## src/rtl/lin_seq_pkg.sv

```systemverilog
package lin_seq_pkg;

    localparam int CTL_W  = 6;
    localparam int C_HDR  = 0;
    localparam int C_CSUM = 1;
    localparam int C_CRC  = 2;
    localparam int C_TX   = 3;
    localparam int C_APAR = 4;
    localparam int C_LEG  = 5;

    localparam logic [7:0] SYNC_PATTERN = 8'h55;

    typedef enum logic [3:0] {
        S_IDLE,
        S_BRK,
        S_SYNC,
        S_PID,
        S_TXD,
        S_RXD,
        S_CRCH,
        S_CRCL,
        S_CSUM
    } seq_st_e;

    typedef struct packed {
        seq_st_e    st;
        logic [7:0] pid;
        logic [7:0] cnt;
        logic       hdr;
        logic       csum;
        logic       crc;
        logic       tx;
        logic       ext;
        logic       done;
        logic       rxv;
        logic [7:0] rxb;
        logic       csum_err;
        logic       crc_err;
    } seq_regs_t;

    typedef struct packed {
        logic [7:0]  sum;
        logic [15:0] crc;
    } acc_regs_t;

    function automatic logic [15:0] crc_step(input logic [15:0] c,
                                             input logic [7:0]  b,
                                             input logic [15:0] poly);
        logic [15:0] r;
        r = c;
        for (int i = 7; i >= 0; i--) begin
            if (r[15] ^ b[i]) r = {r[14:0], 1'b0} ^ poly;
            else              r = {r[14:0], 1'b0};
        end
        return r;
    endfunction

    function automatic logic [1:0] lin_par(input logic [5:0] id);
        return {~(id[1] ^ id[3] ^ id[4] ^ id[5]), id[0] ^ id[1] ^ id[2] ^ id[4]};
    endfunction

endpackage

```

## src/rtl/lin_pid_gen.sv

```systemverilog
module lin_pid_gen
    import lin_seq_pkg::*;
(
    input  logic [7:0] id_raw,
    input  logic       auto_par,
    output logic [7:0] pid,
    output logic       ext_id,
    output logic [7:0] legacy_len
);

    always_comb begin
        pid    = auto_par ? {lin_par(id_raw[5:0]), id_raw[5:0]} : id_raw;
        ext_id = (id_raw[5:2] == 4'hF);
        unique case (id_raw[5:4])
            2'b10:   legacy_len = 8'd4;
            2'b11:   legacy_len = 8'd8;
            default: legacy_len = 8'd2;
        endcase
    end

endmodule

```

## src/rtl/lin_integrity.sv

```systemverilog
module lin_integrity
    import lin_seq_pkg::*;
#(
    parameter logic [15:0] POLY = 16'h1021,
    parameter logic [15:0] INIT = 16'hFFFF
) (
    input  logic        clk,
    input  logic        rst_n,
    input  logic        clr,
    input  logic        upd,
    input  logic [7:0]  din,
    output logic [7:0]  sum_q,
    output logic [15:0] crc_q
);

    acc_regs_t acc_d, acc_q;

    always_comb begin
        acc_d = acc_q;
        if (clr) begin
            acc_d.sum = '0;
            acc_d.crc = INIT;
        end else if (upd) begin
            acc_d.sum = acc_q.sum + din;
            acc_d.crc = crc_step(acc_q.crc, din, POLY);
        end
    end

    always_ff @(posedge clk or negedge rst_n) begin
        if (!rst_n) begin
            acc_q.sum <= '0;
            acc_q.crc <= INIT;
        end else begin
            acc_q <= acc_d;
        end
    end

    assign sum_q = acc_q.sum;
    assign crc_q = acc_q.crc;

    // each frame starts its integrity values from the seeds
    assert_clear_seeds_R9: assert property (@(posedge clk) disable iff (!rst_n)
        clr |=> (sum_q == 8'h00 && crc_q == INIT));

endmodule

```

## src/rtl/lin_frame_seq.sv

```systemverilog
module lin_frame_seq
    import lin_seq_pkg::*;
#(
    parameter logic [15:0] CRC_POLY = 16'h1021,
    parameter logic [15:0] CRC_INIT = 16'hFFFF
) (
    input  logic             clk,
    input  logic             rst_n,
    input  logic             desc_valid,
    output logic             desc_ready,
    input  logic [7:0]       desc_id,
    input  logic [7:0]       desc_len,
    input  logic [CTL_W-1:0] desc_ctrl,
    output logic             brk_req,
    input  logic             brk_ack,
    output logic             tx_valid,
    input  logic             tx_ready,
    output logic [7:0]       tx_byte,
    input  logic             rx_valid,
    input  logic [7:0]       rx_byte,
    input  logic             dat_in_valid,
    output logic             dat_in_ready,
    input  logic [7:0]       dat_in,
    output logic             rxd_valid,
    output logic [7:0]       rxd_byte,
    output logic             ext_frame,
    output logic             csum_err,
    output logic             crc_err,
    output logic             done
);

    seq_regs_t   r_d, r_q;
    logic [7:0]  pid_w, leg_len_w;
    logic        ext_w;
    logic        acc_clr, acc_upd;
    logic [7:0]  acc_din, sum_w;
    logic [15:0] crc_w;
    logic        ev;
    logic [7:0]  int_byte;
    seq_st_e     after_crc, after_data, after_pid;

    lin_pid_gen u_pid (
        .id_raw     (desc_id),
        .auto_par   (desc_ctrl[C_APAR]),
        .pid        (pid_w),
        .ext_id     (ext_w),
        .legacy_len (leg_len_w)
    );

    lin_integrity #(.POLY(CRC_POLY), .INIT(CRC_INIT)) u_acc (
        .clk   (clk),
        .rst_n (rst_n),
        .clr   (acc_clr),
        .upd   (acc_upd),
        .din   (acc_din),
        .sum_q (sum_w),
        .crc_q (crc_w)
    );

    always_comb begin
        r_d          = r_q;
        r_d.done     = 1'b0;
        r_d.rxv      = 1'b0;
        desc_ready   = 1'b0;
        brk_req      = 1'b0;
        tx_valid     = 1'b0;
        tx_byte      = '0;
        dat_in_ready = 1'b0;
        acc_clr      = 1'b0;
        acc_upd      = 1'b0;
        acc_din      = dat_in;
        ev           = 1'b0;
        int_byte     = '0;
        after_crc    = r_q.csum ? S_CSUM : S_IDLE;
        after_data   = r_q.crc ? S_CRCH : after_crc;
        after_pid    = (r_q.cnt != 8'd0) ? (r_q.tx ? S_TXD : S_RXD) : after_data;

        unique case (r_q.st)
            S_IDLE: begin
                desc_ready = 1'b1;
                if (desc_valid) begin
                    r_d.st       = S_BRK;
                    r_d.pid      = pid_w;
                    r_d.cnt      = desc_ctrl[C_LEG] ? leg_len_w : desc_len;
                    r_d.hdr      = desc_ctrl[C_HDR];
                    r_d.csum     = desc_ctrl[C_CSUM];
                    r_d.crc      = desc_ctrl[C_CRC];
                    r_d.tx       = desc_ctrl[C_TX];
                    r_d.ext      = ext_w;
                    r_d.csum_err = 1'b0;
                    r_d.crc_err  = 1'b0;
                    acc_clr      = 1'b1;
                end
            end
            S_BRK: begin
                brk_req = 1'b1;
                if (brk_ack) r_d.st = S_SYNC;
            end
            S_SYNC: begin
                tx_valid = 1'b1;
                tx_byte  = SYNC_PATTERN;
                if (tx_ready) r_d.st = S_PID;
            end
            S_PID: begin
                tx_valid = 1'b1;
                tx_byte  = r_q.pid;
                acc_din  = r_q.pid;
                if (tx_ready) begin
                    acc_upd = r_q.hdr;
                    r_d.st  = after_pid;
                end
            end
            S_TXD: begin
                tx_valid     = dat_in_valid;
                tx_byte      = dat_in;
                dat_in_ready = tx_ready;
                if (dat_in_valid && tx_ready) begin
                    acc_upd = 1'b1;
                    r_d.cnt = r_q.cnt - 8'd1;
                    if (r_q.cnt == 8'd1) r_d.st = after_data;
                end
            end
            S_RXD: begin
                acc_din = rx_byte;
                if (rx_valid) begin
                    acc_upd = 1'b1;
                    r_d.rxv = 1'b1;
                    r_d.rxb = rx_byte;
                    r_d.cnt = r_q.cnt - 8'd1;
                    if (r_q.cnt == 8'd1) r_d.st = after_data;
                end
            end
            default: begin
                if (r_q.st == S_CRCH)      int_byte = crc_w[15:8];
                else if (r_q.st == S_CRCL) int_byte = crc_w[7:0];
                else                       int_byte = ~sum_w;
                if (r_q.tx) begin
                    tx_valid = 1'b1;
                    tx_byte  = int_byte;
                    ev       = tx_ready;
                end else begin
                    ev = rx_valid;
                end
                if (ev) begin
                    if (!r_q.tx && rx_byte != int_byte) begin
                        if (r_q.st == S_CSUM) r_d.csum_err = 1'b1;
                        else                  r_d.crc_err  = 1'b1;
                    end
                    if (r_q.st == S_CRCH)      r_d.st = S_CRCL;
                    else if (r_q.st == S_CRCL) r_d.st = after_crc;
                    else                       r_d.st = S_IDLE;
                end
            end
        endcase

        if (r_d.st == S_IDLE && r_q.st != S_IDLE) r_d.done = 1'b1;
    end

    always_ff @(posedge clk or negedge rst_n) begin
        if (!rst_n) r_q <= '0;
        else        r_q <= r_d;
    end

    assign rxd_valid = r_q.rxv;
    assign rxd_byte  = r_q.rxb;
    assign ext_frame = r_q.ext;
    assign csum_err  = r_q.csum_err;
    assign crc_err   = r_q.crc_err;
    assign done      = r_q.done;

    assert_brk_quiet_R2: assert property (@(posedge clk) disable iff (!rst_n)
        brk_req |-> (!tx_valid && !dat_in_ready && !desc_ready));

    assert_hold_byte_R13: assert property (@(posedge clk) disable iff (!rst_n)
        (tx_valid && !tx_ready && r_q.st != S_TXD) |=> (tx_valid && $stable(tx_byte)));

    assert_csum_sticky_R11: assert property (@(posedge clk) disable iff (!rst_n)
        (csum_err && !(desc_valid && desc_ready)) |=> csum_err);

    assert_crc_sticky_R11: assert property (@(posedge clk) disable iff (!rst_n)
        (crc_err && !(desc_valid && desc_ready)) |=> crc_err);

    assert_done_idle_R12: assert property (@(posedge clk) disable iff (!rst_n)
        done |-> desc_ready);

    assert_done_pulse_R12: assert property (@(posedge clk) disable iff (!rst_n)
        done |=> !done);

endmodule

```

## config.mk

```make
export PLATFORM = sky130hd
export DESIGN_NAME = lin_frame_seq
export DESIGN_NICKNAME = d
export VERILOG_FILES = /design/src/rtl/lin_seq_pkg.sv /design/src/rtl/lin_pid_gen.sv /design/src/rtl/lin_integrity.sv /design/src/rtl/lin_frame_seq.sv
export SDC_FILE = /design/constraint.sdc
export NUM_CORES = 1
export LEC_CHECK = 0
export ABC_AREA = 1
export ABC_CLOCK_PERIOD_IN_PS = 2800
export BUFFER_PORTS_ARGS = -buffer_cell sky130_fd_sc_hd__buf_2
export CAP_MARGIN = 0
export CORE_MARGIN = 2
export CORE_UTILIZATION = 48
export DETAILED_ROUTE_END_ITERATION = 12
export PLACE_DENSITY_LB_ADDON = 0.12
export SLEW_MARGIN = 20
export SYNTH_ARGS = -nofsm -noshare
export SYNTH_HDL_FRONTEND = slang
export SYNTH_SLANG_ARGS = --single-unit
```

## constraint.sdc

```tcl
create_clock -name clk -period 2.8 [get_ports clk]
set_clock_uncertainty 0.1 [all_clocks]
set_input_delay 0.56 -clock clk [delete_from_list [all_inputs] [get_ports clk]]
set_output_delay 0.56 -clock clk [all_outputs]
set_load 0.02 [all_outputs]
```

* After elaboration in Yosys (flattened, before gate mapping)
Cells that the tools add are included.
** Storage, ports and cells
- Logic and storage cells :: 154
- Output and inout bits :: 25
- Register bits :: 61
- Input port bits :: 45
** Cells by class
- Equality and inequality tests :: 17
- Multiplexer cells :: 73
- Reduce and logical (&&, ||, !) cells :: 22
- Add/sub/neg operators :: 2
- Bitwise logic cells :: 25
** Operators with widths (number)
- 16-bit two-way mux :: 14
- 13-bit two-way mux :: 8
- 8-bit two-way mux :: 8
- 24-bit two-way mux :: 2
- 4-bit two-way mux :: 12
- 8-bit one-hot mux with 4 select lines :: 1
- 25-bit two-way mux :: 1
- 3-bit NOT :: 8
- 4-bit one-hot mux with 6 select lines :: 1
- 8-bit one-hot mux with 3 select lines :: 1
- 9-bit two-way mux :: 2
- 4-bit by 3-bit == test with 1-bit output, second input constant :: 4
- 8-bit one-hot mux with 2 select lines :: 1
- 1-bit two-way mux :: 15
- 1-bit bitwise XOR :: 14
- 5-bit AND reduction :: 2
- 8-bit adder :: 1
- 4-bit by 2-bit == test with 1-bit output, second input constant :: 2
- 4-bit == test, second input constant :: 2
- 8-bit by 1-bit == test with 1-bit output, second input constant :: 1
- 4-bit logical NOT :: 2
- 8-bit inequality test :: 1
- 8-bit NOT :: 1
- 4-bit one-hot mux with 2 select lines :: 1
- 21 further kinds :: 34

* Longest topological paths before layout
- Depth after elaboration :: 34
- Mapped depth :: 19
- Gate-level depth less buffers :: 19

* By module
A second synthesis with hierarchy kept.
** Unflattened totals
- Cell total of the unflattened synthesis :: 722
- Area, all modules :: 4762.1 um^2
** By module, submodules not included
- lin_frame_seq :: times used 1, sequential area each 925.9 um^2, area an instance 2905.3 um^2, cells each 449
- lin_integrity :: times used 1, sequential area each 620.6 um^2, area an instance 1599.0 um^2, cells each 217
- lin_pid_gen :: times used 1, sequential area each 0.0 um^2, area an instance 257.7 um^2, cells each 56

* Least setup slack after synthesis
Ideal clock, no wire load.
- Kind :: reg-to-reg
- Start :: reg r_q[36] (netlist bit)
- End :: reg u_acc.acc_q, in the netlist u_acc.sum_q[6]
- Required time :: 2617 ps
- Period minus slack after synthesis :: 2591 ps
- Path buffers :: 0
- Arrival :: 2408 ps
- Library setup time :: 83 ps
- Cell stages (with the launch flop) :: 19
- Slack :: 209 ps
- Cells stage by stage :: dfrtp_1 -> inv_2 -> nand2_2 -> nor2_4 -> nand2_4 -> o21ai_0 -> inv_1 -> nand2_1 -> ha_1 -> inv_1 -> fa_1 -> inv_1 -> a31oi_1 -> nor2_1 -> nor2_1 -> nor2_1 -> nor2_1 -> xor2_1 -> o21ai_0
** On the way
- Longest elaborated chain between the ends :: 5
- Elaborated cells between the ends (all ways) :: 11
- Classes of those cells :: add/sub (1); eq/ne (3); mux (5); reduce/logical (2)
** Ends and longest elaborated chain
- start: declaration :: RTL line lin_frame_seq.sv:32 : seq_regs_t r_d, r_q;
- start signal: assignment :: RTL line lin_frame_seq.sv:161 : else r_q <= r_d;
- 4-bit by 3-bit == test with 1-bit output / 4-bit by 2-bit == test with 1-bit output (equally long branches) :: RTL line lin_frame_seq.sv:78 : unique case (r_q.st)
- 8-bit one-hot mux with 2 select lines :: RTL line lin_frame_seq.sv:78
- 8-bit adder :: RTL line lin_integrity.sv:24 : acc_d.sum = acc_q.sum + din;
- 24-bit two-way mux :: RTL line lin_integrity.sv:23 : end else if (upd) begin
- 24-bit two-way mux :: RTL line lin_integrity.sv:20 : if (clr) begin
- end: declaration :: RTL line lin_integrity.sv:16 : acc_regs_t acc_d, acc_q;
Several ways; a longest one is shown, not always the timed one. The select of a mux whose other input is x is not followed.
A chain may end at the register's enable or synchronous reset.

* Worst setup path after layout
- Start :: reg r_q[35] (netlist bit)
- End :: out tx_byte[0]
** On the way
- Longest elaborated chain between the ends :: 6
- Elaborated cells between the ends (all ways) :: 14
- Classes of those cells :: eq/ne (7); mux (5); reduce/logical (2)
** Ends and longest elaborated chain
- 4-bit by 3-bit == test with 1-bit output :: RTL line lin_frame_seq.sv:135 : else if (r_q.st == S_CRCL) int_byte = crc_w[7:0];
- 8-bit two-way mux :: RTL line lin_frame_seq.sv:135
- 8-bit two-way mux :: RTL line lin_frame_seq.sv:134 : if (r_q.st == S_CRCH) int_byte = crc_w[15:8];
- 8-bit two-way mux :: RTL line lin_frame_seq.sv:78
- 8-bit two-way mux :: RTL line lin_frame_seq.sv:137 : if (r_q.tx) begin
- 8-bit one-hot mux with 4 select lines * :: RTL line lin_frame_seq.sv:78
- end: declaration :: RTL line lin_frame_seq.sv:18 : output logic [7:0] tx_byte,
Every way passes the cells marked *; elsewhere a longest branch is shown, timed or not. The select of a mux whose other input is x is not followed.

==> reports/summary.md <==
The flow ran to the end, and the final reports show no timing, DRC or antenna violations. Across the VDD grid, the largest voltage drop is 0.431 mV. The share of flip-flops with an asynchronous set or reset after synthesis is 1.00. The layout overhead on the synthesized area was 18.5%; the transition time at the pin with the least slew margin was 0.792 ns. For the portion of total power attributed to the clock network, the log shows 0.147. Entering global routing, the biggest net connects 62 pins.

The synthesized design contains 61 register bits. The post-detailed-route count of antenna-violating nets is 0. The most frequently used cell type in the post-synthesis netlist is nand2_1.

The clock insertion delay at the later pin of the skew report is 0.35 ns, and the height of the chip is 102 um. The path class of the tightest hold or removal check is input port to async pin. The clock-pin slew reported for the worst setup and hold paths after clock tree synthesis is 0.07 ns. OpenSTA, run right after detailed placement, puts the worst setup slack at 0.0360 ns. Largest fanout of any net on the critical path: 7. Ranked by total cell area, the synthesized netlist is headed by dfrtp_1 25%, nand2_1 17%, dfstp_2 9.2%, inv_1 7.4%, nand3_1 6.8%.

The fraction of the yosys area taken by sequential cells is 0.337, and the reported max-cap violation count is 0. In this run the deepest clock path goes through 2 buffers. STA classifies the critical path endpoint as an output pin. The logs give 0 for the number of hold violations in the final report and 44 for the unique cell type count in the Yosys netlist. Synthesis produced a netlist whose cell count is 672. The CTS root buffer is clkbuf_8. The via count of the first global-routing pass is 4520, and the weighted congestion reported at the end of routability-driven placement is 0.957. The power density of the placed cells came out at 1030 nW/um2. The setup slack of the worst register-to-register path was 0.17 ns.

The launching element type of the critical path was a flop. The switching fraction of total power works out to 0.494. In this run the critical register-to-register path is captured at u_acc.sum_q[6]$_DFFE_PN0P_. The first global-routing pass estimated 23300 um of wire. Using the TritonRoute via totals, the vias-per-cell ratio works out to 5.51. The total placed instance area is 5110 um2. The tools report the netlist area before placement as 4590 um2. Summed over all layers, the global routing overflow is 0.

The internal power of the cells totals 2.84 mW. The count of input and output buffers works out to 69. Combinational fraction of design power: 0.576.

The number of nets handed over by synthesis was 728. The commonest register cell after synthesis was dfrtp_1. The number of warnings reported in the yosys synthesis log came out at 0. In this run the static leakage power is 2.92 nW. In this run the critical register-to-register path is launched from r_q[36]$_DFF_PN0_. The portion of synthesized cell area occupied by the leading cell type came out at 0.245. The logs give 0.296 for the overall track demand over capacity in global routing and 2.77 mW for the power spent charging and discharging nets. The headroom to the max-slew limit is 0.472.

The sequential fraction of design power is 0.277, and the DRC marker count from the first detailed-route iteration is 427. The floorplan step defined a die boundary enclosing 10400 um2. The total DRC errors in the routed layout was 0.

The share of cells above drive strength 1 is 0.239. The final clock period utilization by the worst path came out at 0.956. In this run, synthesis inferred 0 flip-flops with an integrated enable. The initial standard-cell utilization of the core is 0.497. Dividing the detail-routed wire length by the instance count gives 16.6 um.

Pin placement for this block handled 70 I/O pins. The number of pins with negative max-slew slack in the final report came out at 0. The highest attainable clock frequency is 373 MHz, and the number of H-tree branching levels is 3. The floorplan step set the die width to 102 um.

Setup repair after global routing could not meet its margin everywhere. The standard-cell row count was 35; the least setup slack across all paths after layout was 0.123 ns. Summed over all instances, the cell type with the most area after synthesis is dfrtp_1.

The first detailed-routing pass took 5 iterations. Ranked by instance count, the synthesized netlist is headed by 205 x nand2_1, 91 x inv_1, 62 x nand3_1, 48 x o21ai_0, 45 x dfrtp_1. TritonCTS built the clock tree.

The clock period minus final worst setup slack came out at 2.68 ns. Setup violations remaining at the end of the flow were counted as 0. The routed via count is 4907.

By startpoint and endpoint, the worst setup path is classified as flop to output pin. The logs give 5440 um2 for the summed area of non-filler cells in the final layout and 2.02 ns for the data arrival at the endpoint of the critical path. The detailed-route wire length was 14800 um; the final layout net count was 812. The post-synthesis area per instance is 6.83 um2, and the worst reg-to-reg path cell count is 18. The core region is 9240 um2. The initial antenna violation count is 0.

The logs give 5.61 mW for the total power of the final layout and 2.14 ns for the worst endpoint required time. The clock net in this run drives a total of 61 sinks. The post-detailed-placement half-perimeter wirelength is 11500 um, and the post-route setup TNS is 0 ns. The run gives 9 as the number of buffers created by CTS.
-- routing by layer --
layer | wire [um] | vias up | share of wire | GRT usage
met2 | 6250 | 257 | 0.42 | 0.423
met4 | 321 | 0 | 0.022 | 0.0925
li1 | - | 2342 | - | -
met1 | 6750 | 2277 | 0.46 | 0.443
met5 | 0 | - | 0 | 0
met3 | 1460 | 31 | 0.099 | 0.0656
-- metrics by stage --
step / hold slack, ns / instances / utilization
floorplan: 0.164 / 672 / -
global placement: 0.348 / 870 / 0.553
detailed placement: 0.354 / 870 / 0.553
CTS: 0.309 / 886 / 0.575
global route: 0.327 / 890 / 0.588
finish: 0.278 / 891 / 0.588
-- power by group through the flow --
stage               logic, mW  registers, mW  clock network [mW]
floorplan                2.20           1.52                   0
global placement         3.01           1.54                   0
detailed placement       3.04           1.55                   0
CTS                      3.05           1.54               0.850
global route             3.59           1.60               0.885
finish                   3.23           1.56               0.826
-- sequential cells by signal, summed over array words and instances (netlist names) --
register	count
crc_err	1
csum_err	1
done	1
u_acc.sum_q	8
r_q	24
rxd_byte	8
rxd_valid	1
ext_frame	1
u_acc.crc_q	16
-- layout make-up --
class / count / area [um2]
Inverter: 103 / 399
Clock buffer: 12 / 155
Tap cell: 129 / 161
Timing Repair Buffer: 92 / 526
Fill cell: 915 / 3800
Clock inverter: 4 / 47.5
Sequential cell: 61 / 1550
Antenna cell: 1 / 2.50
Multi-Input combinational cell: 489 / 2600
-- kinds of logic (layout without fill, tap and decap cells) --
| group | Yosys count | count (layout) | synth area share |
|---|---|---|---|
| simple gates | 349 | 349 | 0.346 |
| xor+xnor | 12 | 12 | 0.0229 |
| flops | 61 | 61 | 0.337 |
| buf+inv | 122 | 211 | 0.113 |
| other cells | 0 | 1 | 0 |
| compound gates | 117 | 117 | 0.150 |
| fa+ha+maj | 11 | 11 | 0.0316 |
-- worst max path at each step --
stage / start / end / slack (ns) / depth (start not counted)
floorplan: r_q[36]$_DFF_PN0_ / u_acc.sum_q[6]$_DFFE_PN0P_ / 0.21 / 18
detailed placement: r_q[36]$_DFF_PN0_ / u_acc.sum_q[6]$_DFFE_PN0P_ / 0.04 / 18
CTS: r_q[36]$_DFF_PN0_ / u_acc.sum_q[6]$_DFFE_PN0P_ / 0.006 / 18
global placement: r_q[36]$_DFF_PN0_ / u_acc.sum_q[6]$_DFFE_PN0P_ / 0.14 / 18
global route: r_q[36]$_DFF_PN0_ / u_acc.sum_q[6]$_DFFE_PN0P_ / -0.06 / 17
finish: r_q[35]$_DFF_PN0_ / tx_byte[0] / 0.12 / 6
-- worst max-delay path, cell delays in order (launching register included) --
cell       delay [ns]
dfrtp_2          0.42
inv_2            0.08
buf_4            0.14
o21ai_0          0.21
nand2_1          0.31
o2111ai_2        0.33
buf_4            0.18
-- cells in the final DEF (no fill, tap or decap), types with 7 or more instances in the layout --
master and instances:
o22ai_1 15, a21oi_1 26, inv_1 90, clkbuf_8 11
dfrtp_1 43, xor2_1 7, buf_2 66, buf_4 26
o21ai_0 45, nor2_1 44, nand4_1 8, nand3_1 62
inv_2 10, ha_1 7, nand2_1 200, nand2_2 12
dfstp_2 16
-- timing repair --
item | in CTS | in global routing
gates resized for setup | 0 | 27
hold buffers | 0 | 0
endpoints found under the setup margin | 0 | 13
setup buffers | 0 | 4
(Power assumes the default switching activity.)
